`config.mk`:
```
export PLATFORM = sky130hd
export DESIGN_NAME = irq_ctrl8
export DESIGN_NICKNAME = d
export VERILOG_FILES = /design/src/rtl/pic_pkg.sv /design/src/rtl/pic_init_seq.sv /design/src/rtl/pic_req_cell.sv /design/src/rtl/pic_service.sv /design/src/rtl/irq_ctrl8.sv
export SDC_FILE = /design/constraint.sdc
export NUM_CORES = 1
export LEC_CHECK = 0
export ABC_CLOCK_PERIOD_IN_PS = 2690
export BUFFER_PORTS_ARGS = -buffer_cell sky130_fd_sc_hd__buf_2
export CAP_MARGIN = 5
export CORE_MARGIN = 2
export CORE_UTILIZATION = 50
export DETAILED_ROUTE_END_ITERATION = 10
export PLACE_DENSITY_LB_ADDON = 0.2
export SYNTH_ARGS = -nofsm -noshare
export SYNTH_HDL_FRONTEND = slang
export SYNTH_SLANG_ARGS = --single-unit
export TNS_END_PERCENT = 20
```
`constraint.sdc`:
```
create_clock -name clk -period 2.69 [get_ports clk]
set_clock_uncertainty 0.2 [all_clocks]
set_input_delay 0.4035 -clock clk [delete_from_list [all_inputs] [get_ports clk]]
set_output_delay 0.4035 -clock clk [all_outputs]
set_load 0.02 [all_outputs]
```
`src/rtl/pic_pkg.sv`:
```
package pic_pkg;
   typedef enum logic [2:0] {
      ST_UNINIT,
      ST_ICW2,
      ST_ICW3,
      ST_ICW4,
      ST_READY
   } pic_state_e;

   localparam int SETUP_MARK_BIT  = 4;
   localparam int SETUP_LEVEL_BIT = 3;
   localparam int SETUP_SOLO_BIT  = 1;
   localparam int SETUP_HAS4_BIT  = 0;
   localparam int MODE_AUTO_BIT   = 1;
   localparam int MODE_W          = 5;
endpackage

```
`src/rtl/pic_init_seq.sv`:
```
module pic_init_seq
   import pic_pkg::*;
#(
   parameter int DATA_W = 8,
   parameter int LINES = 8,
   parameter int BASE_W = 5,
   parameter logic [DATA_W-1:0] EOI_CMD = 8'h20
) (
   input  logic               clk,
   input  logic               rst_n,
   input  logic               wr_en,
   input  logic               wr_sel,
   input  logic [DATA_W-1:0]  wr_data,
   output logic               ready,
   output logic               init_start,
   output logic               eoi_cmd,
   output logic               level_mode,
   output logic [BASE_W-1:0]  base,
   output logic [LINES-1:0]   casc,
   output logic [MODE_W-1:0]  mode,
   output logic [LINES-1:0]   mask
);
   pic_state_e state_q;
   logic       solo_q;
   logic       has4_q;
   logic       wr_b;

   always_comb begin
      init_start = wr_en && !wr_sel && wr_data[SETUP_MARK_BIT];
      eoi_cmd    = wr_en && !wr_sel && (state_q == ST_READY) && (wr_data == EOI_CMD);
      wr_b       = wr_en && wr_sel;
      ready      = (state_q == ST_READY);
   end

   always_ff @(posedge clk) begin
      if (!rst_n) begin
         state_q    <= ST_UNINIT;
         solo_q     <= 1'b0;
         has4_q     <= 1'b0;
         level_mode <= 1'b0;
         base       <= '0;
         casc       <= '0;
         mode       <= '0;
         mask       <= '1;
      end else if (init_start) begin
         level_mode <= wr_data[SETUP_LEVEL_BIT];
         solo_q     <= wr_data[SETUP_SOLO_BIT];
         has4_q     <= wr_data[SETUP_HAS4_BIT];
         casc       <= '0;
         mode       <= '0;
         mask       <= '0;
         state_q    <= ST_ICW2;
      end else if (wr_b) begin
         case (state_q)
            ST_ICW2: begin
               base    <= wr_data[DATA_W-1 -: BASE_W];
               state_q <= !solo_q ? ST_ICW3 : (has4_q ? ST_ICW4 : ST_READY);
            end
            ST_ICW3: begin
               casc    <= wr_data[LINES-1:0];
               state_q <= has4_q ? ST_ICW4 : ST_READY;
            end
            ST_ICW4: begin
               mode    <= wr_data[MODE_W-1:0];
               state_q <= ST_READY;
            end
            ST_READY: mask <= wr_data[LINES-1:0];
            default: ;
         endcase
      end
   end
endmodule

```
`src/rtl/pic_req_cell.sv`:
```
module pic_req_cell (
   input  logic clk,
   input  logic rst_n,
   input  logic flush,
   input  logic enable,
   input  logic level_mode,
   input  logic irq,
   input  logic granted,
   output logic req
);
   logic prev_q;

   always_ff @(posedge clk) begin
      if (!rst_n) begin
         prev_q <= 1'b0;
         req    <= 1'b0;
      end else begin
         prev_q <= irq;
         if (flush || !enable) req <= 1'b0;
         else if (level_mode)  req <= irq;
         else                  req <= (req && !granted) || (irq && !prev_q);
      end
   end
endmodule

```
`src/rtl/pic_service.sv`:
```
module pic_service #(
   parameter int LINES = 8,
   parameter int ID_W = 3,
   parameter int BASE_W = 5
) (
   input  logic                    clk,
   input  logic                    rst_n,
   input  logic                    ready,
   input  logic                    flush,
   input  logic                    eoi_cmd,
   input  logic                    auto_eoi,
   input  logic                    int_ack,
   input  logic [LINES-1:0]        req,
   input  logic [LINES-1:0]        mask,
   input  logic [BASE_W-1:0]       base,
   output logic                    int_out,
   output logic [LINES-1:0]        grant_vec,
   output logic [LINES-1:0]        isr,
   output logic                    vec_valid,
   output logic [BASE_W+ID_W-1:0]  vec_out
);
   logic [LINES-1:0] pend;
   logic [LINES-1:0] isr_nxt;
   logic [ID_W-1:0]  hp_idx, hs_idx;
   logic             hp_any, hs_any, grant;

   always_comb begin
      pend   = req & ~mask;
      hp_idx = '0;
      hp_any = 1'b0;
      hs_idx = '0;
      hs_any = 1'b0;
      for (int i = LINES - 1; i >= 0; i--) begin
         if (pend[i]) begin
            hp_idx = ID_W'(i);
            hp_any = 1'b1;
         end
         if (isr[i]) begin
            hs_idx = ID_W'(i);
            hs_any = 1'b1;
         end
      end
      int_out   = ready && hp_any && (!hs_any || (hp_idx < hs_idx));
      grant     = int_ack && int_out;
      grant_vec = grant ? (LINES'(1) << hp_idx) : '0;
      isr_nxt   = isr;
      if (eoi_cmd && hs_any) isr_nxt[hs_idx] = 1'b0;
      if (grant && !auto_eoi) isr_nxt[hp_idx] = 1'b1;
   end

   always_ff @(posedge clk) begin
      if (!rst_n) begin
         isr       <= '0;
         vec_valid <= 1'b0;
         vec_out   <= '0;
      end else begin
         vec_valid <= grant;
         if (grant) vec_out <= {base, hp_idx};
         isr <= flush ? '0 : isr_nxt;
      end
   end
endmodule

```
`src/rtl/irq_ctrl8.sv`:
```
module irq_ctrl8
   import pic_pkg::*;
#(
   parameter int LINES = 8,
   parameter int DATA_W = 8,
   parameter logic [DATA_W-1:0] EOI_CMD = 8'h20
) (
   input  logic              clk,
   input  logic              rst_n,
   input  logic              wr_en,
   input  logic              wr_sel,
   input  logic [DATA_W-1:0] wr_data,
   input  logic [LINES-1:0]  irq_in,
   input  logic              int_ack,
   output logic              int_out,
   output logic              vec_valid,
   output logic [DATA_W-1:0] vec_out,
   output logic              init_done,
   output logic [LINES-1:0]  casc_cfg,
   output logic [MODE_W-1:0] mode_cfg
);
   localparam int ID_W   = $clog2(LINES);
   localparam int BASE_W = DATA_W - ID_W;

   if (LINES != 8) begin : g_bad_lines
      $error("irq_ctrl8: LINES must be 8 to match the cascade bitmap word");
   end
   if (DATA_W != 8) begin : g_bad_width
      $error("irq_ctrl8: DATA_W must be 8 to match the setup word layout");
   end

   logic              ready, init_start, eoi_cmd, level_mode;
   logic [BASE_W-1:0] base;
   logic [LINES-1:0]  mask_w, req_w, grant_w, isr_w;

   pic_init_seq #(
      .DATA_W(DATA_W), .LINES(LINES), .BASE_W(BASE_W), .EOI_CMD(EOI_CMD)
   ) u_seq (
      .clk(clk), .rst_n(rst_n), .wr_en(wr_en), .wr_sel(wr_sel), .wr_data(wr_data),
      .ready(ready), .init_start(init_start), .eoi_cmd(eoi_cmd),
      .level_mode(level_mode), .base(base), .casc(casc_cfg), .mode(mode_cfg),
      .mask(mask_w)
   );

   for (genvar g = 0; g < LINES; g++) begin : g_line
      pic_req_cell u_cell (
         .clk(clk), .rst_n(rst_n), .flush(init_start), .enable(ready),
         .level_mode(level_mode), .irq(irq_in[g]), .granted(grant_w[g]),
         .req(req_w[g])
      );
   end

   pic_service #(
      .LINES(LINES), .ID_W(ID_W), .BASE_W(BASE_W)
   ) u_svc (
      .clk(clk), .rst_n(rst_n), .ready(ready), .flush(init_start),
      .eoi_cmd(eoi_cmd), .auto_eoi(mode_cfg[MODE_AUTO_BIT]), .int_ack(int_ack),
      .req(req_w), .mask(mask_w), .base(base), .int_out(int_out),
      .grant_vec(grant_w), .isr(isr_w), .vec_valid(vec_valid), .vec_out(vec_out)
   );

   assign init_done = ready;
endmodule

```
======== Word level (Yosys, flattened, before mapping) ========
Cells that the tools add are included.
storage, ports and cells
  register bits after elaboration ......... 65
  bits of input ports ..................... 21
  output and inout bits ................... 24
operators by class
  magnitude comparators ................... 5
  eq/ne operators ......................... 5
  shift operators ......................... 1
  mux-type cells .......................... 55
  bitwise operators ....................... 7
  reduce and logical (&&, ||, !) cells .... 70
operators with widths
  operator             count
  $mux 3               18
  $mux 8               6
  $logic_and 1x1->1    28
  $mux 1               28
  $logic_not 1->1      20
  $and 8x8->8          2
  $not 8->8            2
  $logic_or 1x1->1     10
  $reduce_and 2->1     5
  $pmux 3 s3           1
  $eq 8x6->1 const B   1
  $lt 3x4->1 const B   2
  $or 8x8->8           1
  $shl 1x3->8 const A  1
  $demux 1 s3          2
  $eq 3x2->1 const B   2
  $ge 3x1->1 const B   2
  $reduce_bool 2->1    2
  $reduce_bool 4->1    1
  $reduce_or 2->1      2
  $eq 3x1->1 const B   1
  $eq 3x3->1 const B   1
  $lt 3x3->1           1
  $reduce_and 3->1     1
  2 further kinds      3

======== Longest topological paths before layout ========
Gate-level depths: netlist of run 1.
  depth in word-level cells ............... 19
  gate-level depth with buffers ........... 9
  mapped depth without buffers ............ 9

======== By module ========
Synthesis of run 1 repeated with hierarchy kept, for this count alone.
unflattened totals
  cells, all modules ...................... 365
  area total of the unflattened synthesis .. 3239.4 um2
by module, submodules not included
  module        times used  cells each  area each (um2)
  pic_init_seq  1           164         1486.4
  pic_service   1           137         1132.3
  pic_req_cell  8           8           77.6

======== Least setup slack after synthesis of run 1 ========
OpenSTA, ideal clock, no wires.
  path type ............................... reg-to-reg
  from .................................... register g_line[7].u_cell.req
  to ...................................... register u_svc.isr[3]
  arrival ................................. 2.603 ns
  path slack .............................. -0.182 ns
  stages on the path, launching flop included .. 10
  period minus slack after synthesis ...... 2.872 ns
  cell sequence ........................... dfxtp_1 > nor2b_1 > o211ai_1 > a311oi_1 > ha_1 > o21a_1 > o21ai_2 > or3b_4 > or3_4 > o21ai_1
on the way
  cells in the longest elaborated chain, start to end .. 15
  elaborated cells on any way between the ends .. 30
ends and longest elaborated chain
  element                                                                             line                                  source
  from (decl)                                                                         pic_req_cell.sv:9                     output logic req
  from (signal assigned)                                                              pic_req_cell.sv:20                    else if (level_mode) req <= irq;
  from (signal assigned)                                                              pic_req_cell.sv:21                    else req <= (req && !granted) || (irq && !prev_q);
  $and 8x8->8 *                                                                       pic_service.sv:28                     pend = req & ~mask;
  $mux 3 * (8 in series)                                                              pic_service.sv:34                     if (pend[i]) begin
  named net u_svc.hp_idx[1]                                                           pic_service.sv:24                     logic [ID_W-1:0] hp_idx, hs_idx;
  $lt 3x4->1 (not written as such) (tied with other cells)                            pic_service.sv:48                     if (grant && !auto_eoi) isr_nxt[hp_idx] = 1'b1;
  $logic_and 1x1->1 (not written as such) / $logic_or 1x1->1 (equally long branches)  pic_service.sv:48, pic_service.sv:43
  $mux 1 (not written as such) / $logic_and 1x1->1 (equally long branches)            pic_service.sv:48, pic_service.sv:43
  $demux 1 s3 / $logic_and 1x1->1 (equally long branches)                             --
  $or 8x8->8 (no source line) / $logic_and 1x1->1 (equally long branches)             --
  $mux 8 *                                                                            pic_service.sv:48
  to (signal assigned)                                                                pic_service.sv:59                     isr <= flush ? '0 : isr_nxt;
  to (decl)                                                                           pic_service.sv:18                     output logic [LINES-1:0] isr,
The timed path passes the listed nets; every way through them passes the cells marked *.
A chain may end at the register's enable or synchronous reset.

======== Worst setup path after layout of run 1 ========
  from .................................... register g_line[6].u_cell.req
  to ...................................... output port int_out
on the way
  cells in the longest elaborated chain, start to end .. 11
  elaborated cells on any way between the ends .. 19
ends and longest elaborated chain
  element                    line                source
  from (decl)                pic_req_cell.sv:9
  from (signal assigned)     pic_req_cell.sv:20
  from (signal assigned)     pic_req_cell.sv:21
  $and 8x8->8                pic_service.sv:28
  $mux 3 (7 in series)       pic_service.sv:34
  named net u_svc.hp_idx[1]  pic_service.sv:24
  $lt 3x3->1                 pic_service.sv:43   int_out = ready && hp_any && (!hs_any || (hp_idx < hs_idx));
  $logic_or 1x1->1           pic_service.sv:43
  $logic_and 1x1->1          pic_service.sv:43
  to (decl)                  irq_ctrl8.sv:15     output logic int_out,
The timed path passes the listed nets, and every way through them passes these cells.

==> summary.md, run 1 <==
| Metric | Value |
|---|---|
| WP data required | `2.09 ns` |
| Clock Latency Late Sink | `0.35 ns` |
| # nets final | `424` |
| WP data arrival | `2.30 ns` |
| I/O pin total | `45` |
| Mean number of vias per cell | `5.64` |
| DRC | `0` |
| CTS Root Cell | `clkbuf_8` |
| Count leader, synth | `dfxtp_1` |
| Pre-antenna DRT Iters | `5` |
| Fillcell total | `493` |
| Post-Syn Area | `0.00281 mm2` |
| Vias | `2697` |
| Rows | `27` |
| Slew headroom | `56.4%` |
| Post-synth top cells | `65 x dfxtp_1, 48 x o21ai_0, 41 x nand2_1` |
| Worst-Margin Slew | `0.648 ns` |
| P_int | `1.63 mW` |
| Final Max Tran Viols | `0` |
| Initial Util | `51.3%` |
| Ant. Diodes | `0` |
| Initial antenna violation count | `0` |
| Reg power frac | `47.9%` |
| Final min period | `2.91 ns` |
| Distinct cells, synth | `44` |
| Top cell type's share of synthesized area | `46.3%` |
| Routability cong. | `0.901` |
| Post-synthesis sequential area ratio | `46.3%` |
| PD cells | `569 mW/mm2` |
| Unrepaired setup endpoints after global routing | `true` |
| Mapped Cells | `332` |
| DIE AREA | `0.00623 mm2` |
| Placed Instances | `453` |
| CTS tree | `done` |
| H-Tree Level Count | `3` |
| Global-route wire length before repair | `11400 um` |
| Reg area | `0.00131 mm2` |
| Ys flop type | `dfxtp_1` |
| Vias in the first global route | `2464` |
| Area post-placement | `0.00320 mm2` |
| VDD IR max | `0.354 mV` |
| Hold bufs inserted after CTS | `0` |
| Comb pwr share | `4.3%` |
| Post-synthesis cell type with the largest combined area | `dfxtp_1` |
| Port bufs | `44` |
| Worst hold path type | `input pin to flop` |
| Post-detail-place hpwl | `4950 um` |
| Failing checks | `setup timing` |
| Worst-case clock buffer depth | `2` |
| Clk pin slew, worst setup/hold paths | `0.07 ns` |
| P_leak | `1.51 nW` |
| Final std cells w/o fill | `478` |
| TritonCTS Sinks | `65` |
| # setup viols final | `17` |
| GRT Util Overall | `24.1%` |
| Final hold vios | `0` |
| Total Wirelength | `7480 um` |
| Share of cells above drive strength 1 | `28.3%` |
| Place WS | `0.0108 ns` |
| Clock power share | `47.9%` |
| Largest net degree at the start of global routing | `20` |
| Antenna Nets Post-Route | `0` |
| Hold slack | `0.0701 ns` |
| Initial DRC count | `213` |
| Final WS setup | `-0.218 ns` |
| Post-synthesis sequential element count | `65` |
| Die extent in x | `78.9 um` |
| CP Class | `flop to primary output` |
| Syn_nets | `355` |
| Peak Freq | `0.344 GHz` |
| Grt ovf | `0` |
| CP max FO | `3` |
| Avg Synthesized Cell Area | `8.46 um2` |
| Final instance area | `0.00364 mm2` |
| Sw Share | `21.2%` |
| Core ar. | `0.00547 mm2` |
| Crit end category | `primary output` |
| Post-synth EDFFs | `0` |
| Multi-input gate area | `0.00156 mm2` |
| CP startpoint kind | `flop` |
| Die Span Y | `78.9 um` |
| Yosys warnings | `0` |
| P&R area growth vs syn | `29.6%` |
| Status | `finished with violations` |
| Largest cells by area after synthesis | `dfxtp_1 46%, o21ai_0 8.6%, a21oi_1 6.6%` |
| Sw Pwr | `440 uW` |
| Max Cap Viol | `0` |
| WL per Instance | `15.6 um` |
| Asr flop ratio synth | `0%` |
| Tcrit/Tclk final | `108%` |
| CTS Buf Count | `9` |
critical path, cell delays in order, from the launching register on:
cell and delay (ns):
dfxtp_2 0.34, nor2b_4 0.14, o211ai_1 0.10, a311oi_2 0.30, ha_1 0.30, o21a_1 0.18, o21ai_2 0.16, buf_4 0.15
a21oi_2 0.04, nor2_2 0.12, buf_6 0.13
cells in the final DEF (no fill, tap or decap), drive strengths merged, types with 2 or more instances in the layout:
| cell | instances |
|---|---|
| and2 | 9 |
| nand3b | 3 |
| nor4 | 2 |
| nand3 | 12 |
| nand2 | 41 |
| clkbuf | 11 |
| a311oi | 2 |
| o211ai | 9 |
| ha | 2 |
| o311ai | 2 |
| nand4b | 2 |
| o21a | 2 |
| o211a | 2 |
| mux2i | 11 |
| nor3 | 2 |
| clkinv | 2 |
| buf | 68 |
| nor2 | 16 |
| nor2b | 17 |
| inv | 10 |
| bufinv | 3 |
| dfxtp | 65 |
| or3 | 2 |
| nand2b | 9 |
| a21oi | 37 |
| o21ai | 53 |
sequential cells by signal, indices dropped and copies added (netlist names), 3 cells and up:
signal                cells
u_seq.mode                5
u_seq.casc                8
u_svc.vec_out             8
u_svc.isr                 8
g_line.u_cell.prev_q      8
u_seq.base                5
u_seq.state_q             3
u_seq.mask                8
g_line.u_cell.req         8
per-layer routing:
| metal | part of all wire (%) | GRT usage, % |
|---|---|---|
| met4 | 3.2 | 13.6 |
| met3 | 3.8 | 5.57 |
| met5 | 0 | 0 |
| met2 | 48 | 39.4 |
| met1 | 45 | 29.1 |
cells by family after synthesis:
kind of cell	count (synthesis)	share of synthesized area (%)
simple gates	121	23.2
compound gates	113	22.9
flops	65	46.3
buf+inv	20	2.81
mux	11	3.92
fa+ha+maj	2	0.891
worst paths after layout:
path	start	to	slack [ns]	cells after the start
max	g_line[6].u_cell.req$_SDFF_PP0_	int_out	-0.22	10
min	irq_in[4]	g_line[4].u_cell.prev_q$_SDFF_PN0_	0.07	2
max reg2reg	g_line[6].u_cell.req$_SDFF_PP0_	u_svc.isr[0]$_SDFF_PP0_	-0.16	12
min reg2reg	u_seq.base[3]$_SDFFE_PN0P_	u_svc.vec_out[6]$_SDFFE_PN0P_	0.26	2
stage by stage:
step | total power [mW] | TNS [ns] | util [%]
after floorplan | 1.05 | -0.00847 | -
after CTS | 2.08 | -0.199 | 64.1
final | 2.07 | -1.49 | 66.5
after global routing | 2.15 | -2.83 | 66.5
after global placement | 1.09 | 0 | 58.5
after detailed placement | 1.10 | 0 | 58.5
power by group through the flow:
stage                     registers [mW]  clock network, mW  logic [mW]
after global routing               0.992               1.06      0.0978
after CTS                          0.989               1.00      0.0862
after global placement              1.01                  0      0.0845
after detailed placement            1.01                  0      0.0849
final                              0.991              0.991      0.0884
after floorplan                     1.01                  0      0.0437
final cells by class:
type	instances	area share [%]
multi-input cells	247	42.7
flip-flops and latches	65	35.9
repair buffers	68	11.4
clock buffers	11	3.61
clock inverters	5	2.85
well taps	72	2.48
inverters	10	1.03
repair_timing:
item	in CTS	in global routing
pin swaps	4	12
gates resized for setup	13	23
endpoints found under the setup margin	5	22
setup buffers	2	7
No activity file was read; power rests on OpenSTA's default activity.
==> run 2: changes to the inputs <==
- CELL_PAD_IN_SITES_DETAIL_PLACEMENT: not set -> 0
- CELL_PAD_IN_SITES_GLOBAL_PLACEMENT: not set -> 1
- CORE_MARGIN: 2 -> 4
- CORE_UTILIZATION: 50 -> 37
==> run 2 against run 1 <==
  * The flow still finishes with violations (setup timing)
  * Cell count up 4.8%
  * Critical path type unchanged
  * Sequential share of layout area rose by 0.60 points
  * Core utilization shrank 18 points
  * Critical path depth shrank 2
  * Power fell by 7.2%
  * Critical endpoint unchanged
  * Fmax rose by 4.1%
  * Clock-buffer cell count up 1
==> summary.md, run 2 (same netlist as run 1, synthesis figures left out) <==
| Metric | Value |
|---|---|
| Status | `finished with violations (unchanged)` |
| Failing checks | `setup timing (unchanged)` |
| TritonCTS Sinks | `65 (unchanged)` |
| CP Class | `flop to primary output (unchanged)` |
| # nets final | `420 (was 424)` |
| Peak Freq | `0.358 GHz (was 0.344 GHz)` |
| Clock power share | `43.9% (was 47.9%)` |
| Final Max Tran Viols | `0 (unchanged)` |
| Die extent in x | `95.1 um (was 78.9 um)` |
| CTS Buf Count | `9 (unchanged)` |
| Worst path slowest cell | `a221oi_4 (was dfxtp_2)` |
| H-Tree Level Count | `3 (unchanged)` |
| WP data arrival | `2.19 ns (was 2.30 ns)` |
| Sw Share | `22.3% (was 21.2%)` |
| Clk pin slew, worst setup/hold paths | `0.07 ns (about the same)` |
| Final WS setup | `-0.104 ns (was -0.218 ns)` |
| Worst-case clock buffer depth | `2 (unchanged)` |
| Grt ovf | `0 (unchanged)` |
| CP max FO | `3 (unchanged)` |
| CTS tree | `done (unchanged)` |
| Total chip power | `1.92 mW (was 2.07 mW)` |
| Port bufs | `44 (unchanged)` |
| Final Util | `48.8% (was 66.5%)` |
| Total Wirelength | `7300 um (was 7480 um)` |
| Initial antenna violation count | `0 (unchanged)` |
| GRT Util Overall | `17.1% (was 24.1%)` |
| Pre-antenna DRT Iters | `4 (was 5)` |
| Crit end category | `primary output (unchanged)` |
| Die Span Y | `95.1 um (was 78.9 um)` |
| Largest net degree at the start of global routing | `20 (unchanged)` |
| Ant. Diodes | `0 (unchanged)` |
| Global-route wire length before repair | `11900 um (was 11400 um)` |
| Crit path cell chain | `nor2b_1 -> nand4b_1 -> nor2b_2 -> ha_4 -> a221oi_4 -> a21oi_2 -> nor2_2 -> buf_6 (was nor2b_4 -> o211ai_1 -> a311oi_2 -> ha_1 -> o21a_1 -> o21ai_2 -> buf_4 -> a21oi_2 -> nor2_2 -> buf_6)` |
| Most frequent cells in the layout | `60 x dfxtp_1, 43 x o21ai_0, 43 x buf_2 (was 60 x dfxtp_1, 43 x buf_2, 41 x nand2_1, 41 x o21ai_0, 36 x a21oi_1)` |
| PD cells | `537 mW/mm2 (was 569 mW/mm2)` |
| Rows | `31 (was 27)` |
| Share of cells above drive strength 1 | `26.9% (was 28.3%)` |
| Place WS | `0.0185 ns (was 0.0108 ns)` |
| Crit-path max cell delay | `0.33 ns (was 0.34 ns)` |
| WP data required | `2.09 ns (about the same)` |
| CP top delay family | `simple AND/OR/NAND/NOR gates (was compound AO/OA/AOI/OAI gates)` |
| Worst-Margin Slew | `0.598 ns (was 0.648 ns)` |
| Vias | `2598 (was 2697)` |
| VDD IR max | `0.329 mV (was 0.354 mV)` |
| P&R area growth vs syn | `27.5% (was 29.6%)` |
| Max Cap Viol | `0 (unchanged)` |
| Unrepaired setup endpoints after global routing | `true (unchanged)` |
| Initial DRC count | `109 (was 213)` |
| Slew headroom | `59.7% (was 56.4%)` |
| WL per Instance | `14.6 um (was 15.6 um)` |
| CP startpoint kind | `flop (unchanged)` |
| I/O pin total | `45 (unchanged)` |
| Comb pwr share | `4.6% (was 4.3%)` |
| Final min period | `2.79 ns (was 2.91 ns)` |
| Hold bufs inserted after CTS | `0 (unchanged)` |
| DIE AREA | `0.00905 mm2 (was 0.00623 mm2)` |
| Worst path bufs/invs | `1 (was 2)` |
| Clock Latency Late Sink | `0.34 ns (was 0.35 ns)` |
| Tcrit/Tclk final | `104% (was 108%)` |
| # setup viols final | `1 (was 17)` |
| Core ar. | `0.00733 mm2 (was 0.00547 mm2)` |
| CTS Root Cell | `clkbuf_8 (unchanged)` |
| Initial Util | `38.3% (was 51.3%)` |
| Vias in the first global route | `2406 (was 2464)` |
| Sw Pwr | `429 uW (was 440 uW)` |
| Routability cong. | `0.875 (was 0.901)` |
| Worst hold path type | `input pin to flop (unchanged)` |
| P_leak | `1.46 nW (was 1.51 nW)` |
| Post-detail-place hpwl | `5370 um (was 4950 um)` |
| Antenna Nets Post-Route | `0 (unchanged)` |
| P_int | `1.49 mW (was 1.63 mW)` |
| Commonest non-fill, non-tap cell in the layout | `dfxtp_1 (unchanged)` |
| DRC | `0 (unchanged)` |
| Mean number of vias per cell | `5.19 (was 5.64)` |
| Reg power frac | `51.5% (was 47.9%)` |
| Final hold vios | `0 (unchanged)` |
-- run 2: cell types whose count changed in the layout (fill, tap and decap cells not counted), moves of 2 or more --
cell	delta
buf_4	-3
bufinv_16	-2
clkbuf_8	+2
nand2b_1	+2
nor2b_2	+2
nor2b_4	-3
o21ai_0	+2
-- run 2: layout make-up --
type	instances	area, um2
clock buffer	12	155
clock inverter	4	51.3
fill	746	3750
inverter	10	37.5
multi-input combinational	247	1520
sequential	65	1310
tap	99	124
timing repair buffer	64	380
-- run 2: per-stage QoR --
step	area, um2	hold WS, ns	TNS, ns	instances
floorplan	2820	0.240	-0.00847	332
global placement	3250	0.256	0	482
detailed placement	3250	0.257	0	482
CTS	3520	0.0630	-0.218	500
global route	3580	0.0612	-0.933	501
finish	3580	0.0852	-0.104	501
-- run 2: timing repair --
action	in CTS	in global routing
cloned	0	0
resized for setup	12	15
pin swaps	4	7
buffers inserted	2	1
setup endpoints to repair	1	18
-- run 2: routing by layer --
layer,vias to the layer above,wire length [um],track usage (%)
met5,-,0,0
li1,1310,-,-
met1,1213,3440,22.7
met3,13,376,4.66
met2,62,3310,26.1
met4,0,177,7.45
-- run 2: final timing paths --
| check | start | endpoint | slack (ns) | depth (start not counted) |
|---|---|---|---|---|
| max | g_line[1].u_cell.req$_SDFF_PP0_ | int_out | -0.10 | 8 |
| min | irq_in[6] | g_line[6].u_cell.prev_q$_SDFF_PN0_ | 0.09 | 2 |
| max reg2reg | g_line[7].u_cell.req$_SDFF_PP0_ | u_svc.isr[0]$_SDFF_PP0_ | 0.01 | 12 |
| min reg2reg | u_seq.base[4]$_SDFFE_PN0P_ | u_svc.vec_out[7]$_SDFFE_PN0P_ | 0.26 | 2 |
-- run 2: power groups by stage --
stage               Sequential, mW  Combinational (mW)  Clock, mW
floorplan                     1.01              0.0437          0
global placement              1.01              0.0865          0
detailed placement            1.01              0.0866          0
CTS                          0.989              0.0881      0.874
global route                 0.991              0.0999      0.917
finish                       0.990              0.0885      0.843
==> run 3: changes to the inputs <==
- CORE_UTILIZATION: 37 -> 39
- SYNTH_HIERARCHICAL: not set -> 1
==> run 3 against run 2 <==
  * The run still ends with setup timing left
  * Cell count rose by 8.2%
  * Register-to-register slack got worse by 0.09 ns
  * Global-route usage increased by 0.11 points
  * Worst setup slack worse by 0.18 ns
  * Highest routed layer unchanged
  * Critical endpoint unchanged
  * Largest cell class unchanged
  * Sequential share of layout area is 4.7 points lower
==> summary.md, run 3 <==
| Metric | Value |
|---|---|
| WP data arrival | `2.37 ns (was 2.19 ns)` |
| Post-synth top cells | `65 x dfxtp_1, 40 x nand3_1, 28 x nand2_1 (was 65 x dfxtp_1, 48 x o21ai_0, 41 x nand2_1)` |
| Unrepaired setup endpoints after global routing | `true (unchanged)` |
| Global-route wire length before repair | `13700 um (was 11900 um)` |
| CP Class | `flop to primary output (unchanged)` |
| Final Max Tran Viols | `0 (unchanged)` |
| WHS Path Cells | `2 (unchanged)` |
| Crit end category | `primary output (unchanged)` |
| Max Cap Viol | `0 (unchanged)` |
| Worst-Margin Slew | `0.616 ns (was 0.598 ns)` |
| Initial DRC count | `130 (was 109)` |
| CTS Buf Count | `9 (unchanged)` |
| Commonest non-fill, non-tap cell in the layout | `dfxtp_1 (unchanged)` |
| Reg-to-reg critical path startpoint | `g_line[7].u_cell/req$_SDFF_PP0_ (was g_line[7].u_cell.req$_SDFF_PP0_)` |
| Ys flop type | `dfxtp_1 (unchanged)` |
| Status | `finished with violations (unchanged)` |
| Initial antenna violation count | `0 (unchanged)` |
| Post-Syn Area | `0.00324 mm2 (was 0.00281 mm2)` |
| Mean number of vias per cell | `5.29 (was 5.19)` |
| Clock Latency Late Sink | `0.34 ns (about the same)` |
| P&R area growth vs syn | `26.6% (was 27.5%)` |
| DIE AREA | `0.00983 mm2 (was 0.00905 mm2)` |
| Post-synth EDFFs | `0 (unchanged)` |
| Die extent in x | `99.1 um (was 95.1 um)` |
| Worst reg2reg path endpoint | `g_line[0].u_cell/req$_SDFF_PP0_ (was u_svc.isr[0]$_SDFF_PP0_)` |
| Final WS setup | `-0.280 ns (was -0.104 ns)` |
| Peak Freq | `0.337 GHz (was 0.358 GHz)` |
| P_leak | `1.62 nW (was 1.46 nW)` |
| Avg Synthesized Cell Area | `8.87 um2 (was 8.46 um2)` |
| # setup viols final | `15 (was 1)` |
| Initial Util | `41.1% (was 38.3%)` |
| Post-detail-place hpwl | `6010 um (was 5370 um)` |
| Routability cong. | `0.798 (was 0.875)` |
| Clk pin slew, worst setup/hold paths | `0.07 ns (about the same)` |
| Largest cells by area after synthesis | `dfxtp_1 40%, nand3_1 6.2%, o21ai_0 4.0% (was dfxtp_1 46%, o21ai_0 8.6%, a21oi_1 6.6%)` |
| Pre-antenna DRT Iters | `4 (unchanged)` |
| I/O pin total | `45 (unchanged)` |
| CTS Root Cell | `clkbuf_8 (unchanged)` |
| Top cell type's share of synthesized area | `40.2% (was 46.3%)` |
| Vias | `2869 (was 2598)` |
| PD cells | `467 mW/mm2 (was 537 mW/mm2)` |
| Slew headroom | `58.5% (was 59.7%)` |
| CP startpoint kind | `flop (unchanged)` |
| Mapped Cells | `365 (was 332)` |
| Core ar. | `0.00789 mm2 (was 0.00733 mm2)` |
| Hold EP | `g_line[5].u_cell/prev_q$_SDFF_PN0_ (was g_line[6].u_cell.prev_q$_SDFF_PN0_)` |
| Die Span Y | `99.1 um (was 95.1 um)` |
| H-Tree Level Count | `3 (unchanged)` |
| Tcrit/Tclk final | `110% (was 104%)` |
| Hold slack | `0.0817 ns (was 0.0852 ns)` |
| WP data required | `2.09 ns (about the same)` |
| Asr flop ratio synth | `0% (unchanged)` |
| Worst-case clock buffer depth | `2 (unchanged)` |
| Total Wirelength | `8400 um (was 7300 um)` |
| Setup tns final | `-0.758 ns (was -0.104 ns)` |
| # nets final | `460 (was 420)` |
| CP max FO | `2 (was 3)` |
| Post-synthesis sequential element count | `65 (unchanged)` |
| Share of cells above drive strength 1 | `34.1% (was 26.9%)` |
| Failing checks | `setup timing (unchanged)` |
| Final Util | `52.0% (was 48.8%)` |
| Port bufs | `44 (unchanged)` |
| Rows | `32 (was 31)` |
| Yosys warnings | `6 (was 0)` |
| WL per Instance | `15.5 um (was 14.6 um)` |
| Reg2reg path depth | `14 (was 12)` |
| Vias in the first global route | `2737 (was 2406)` |
| VDD IR max | `0.250 mV (was 0.329 mV)` |
| Most frequent cells in the layout | `61 x dfxtp_1, 43 x buf_2, 40 x nand3_1 (was 60 x dfxtp_1, 43 x o21ai_0, 43 x buf_2)` |
| Worst hold path type | `input pin to flop (unchanged)` |
| Antenna Nets Post-Route | `0 (unchanged)` |
| Largest net degree at the start of global routing | `28 (was 20)` |
| Ant. Diodes | `0 (unchanged)` |
| Final min period | `2.97 ns (was 2.79 ns)` |
| Total chip power | `1.92 mW (about the same)` |
| Hold Startpoint | `irq_in[5] (was irq_in[6])` |
| DRC | `0 (unchanged)` |
| Syn_nets | `388 (was 355)` |
| TritonCTS Sinks | `65 (unchanged)` |
| Distinct cells, synth | `57 (was 44)` |
| Final hold vios | `0 (unchanged)` |
| Count leader, synth | `dfxtp_1 (unchanged)` |
| Grt ovf | `0 (unchanged)` |
| CTS tree | `done (unchanged)` |
| GRT Util Overall | `17.2% (was 17.1%)` |
| Post-synthesis sequential area ratio | `40.2% (was 46.3%)` |
| Post-synthesis cell type with the largest combined area | `dfxtp_1 (unchanged)` |
| Worst R2R Setup Slack | `-0.08 ns (was 0.01 ns)` |
## run 3: changes by cell type after synthesis, moves of 6 or more
cell     delta
nand3_1    +29
nand2_1    -13
buf_2       +9
nor3_2     +10
nor2_1      +6
or3_1       +8
a22oi_1     +8
a21oi_1    -13
o21ai_0    -22
nor2b_1     -9
## run 3: worst max path at each step
stage | startpoint | to | depth (start not counted)
2_1_floorplan | g_line[2].u_cell/req$_SDFF_PP0_ | int_out | 7
3_3_place_gp | g_line[5].u_cell/req$_SDFF_PP0_ | g_line[5].u_cell/req$_SDFF_PP0_ | 13
3_5_place_dp | g_line[5].u_cell/req$_SDFF_PP0_ | g_line[5].u_cell/req$_SDFF_PP0_ | 13
4_1_cts | g_line[7].u_cell/req$_SDFF_PP0_ | int_out | 9
5_1_grt | g_line[7].u_cell/req$_SDFF_PP0_ | int_out | 9
6_report | g_line[7].u_cell/req$_SDFF_PP0_ | int_out | 9
## run 3: what timing repair did
item / in CTS / in global routing
hold endpoints to repair: 0 / 0
setup buffers: 4 / 3
gates resized for setup: 5 / 26
setup endpoints to repair: 15 / 25
hold buffers: 0 / 0
pin swaps: 9 / 36
## run 3: per-stage QoR
stage | cells | setup WS, ns | cell area, um2
2_1_floorplan | 365 | -0.00842 | 3280
3_3_place_gp | 521 | -0.0845 | 3740
3_5_place_dp | 521 | -0.0751 | 3740
4_1_cts | 539 | -0.314 | 3970
5_1_grt | 542 | -0.408 | 4100
6_report | 542 | -0.280 | 4100
## run 3: final cells by class
class	count	area [um2]
inverters	7	26.3
well taps	102	128
flip-flops and latches	65	1310
clock buffers	11	141
fillers	768	3790
clock inverters	3	42.5
repair buffers	81	523
multi-input cells	273	1930
## run 3: logic make-up (layout without fill, tap and decap cells)
kind of cell,count (synthesis),count (layout),synth area share [%]
mux,11,11,3.40
buf+inv,27,102,4.17
simple gates,166,166,31.0
flops,65,65,40.2
fa+ha+maj,2,2,0.772
compound gates,94,94,20.5
## run 3: routing by layer
metal  wire, um  global-route usage, %  up-vias
li1           -                      -     1453
met1       4180                   24.1     1362
met2       3810                   26.3       49
met3        342                   5.05        5
met4         61                   3.89        0
met5          0                      0        -
## run 3: report_power, final
part           internal, mW  leakage [nW]  switching, mW
Clock                 0.442        0.0913          0.354
Combinational        0.0495          1.00         0.0775
Sequential            0.980         0.527         0.0139
## run 3: critical path, stage by stage, from the launching register on
cell,delay [ns]
dfxtp_2,0.32
nor2b_4,0.12
buf_6,0.11
a2111oi_4,0.41
nor2b_4,0.10
ha_4,0.24
a221oi_4,0.27
a21o_1,0.16
and3_4,0.19
buf_6,0.11
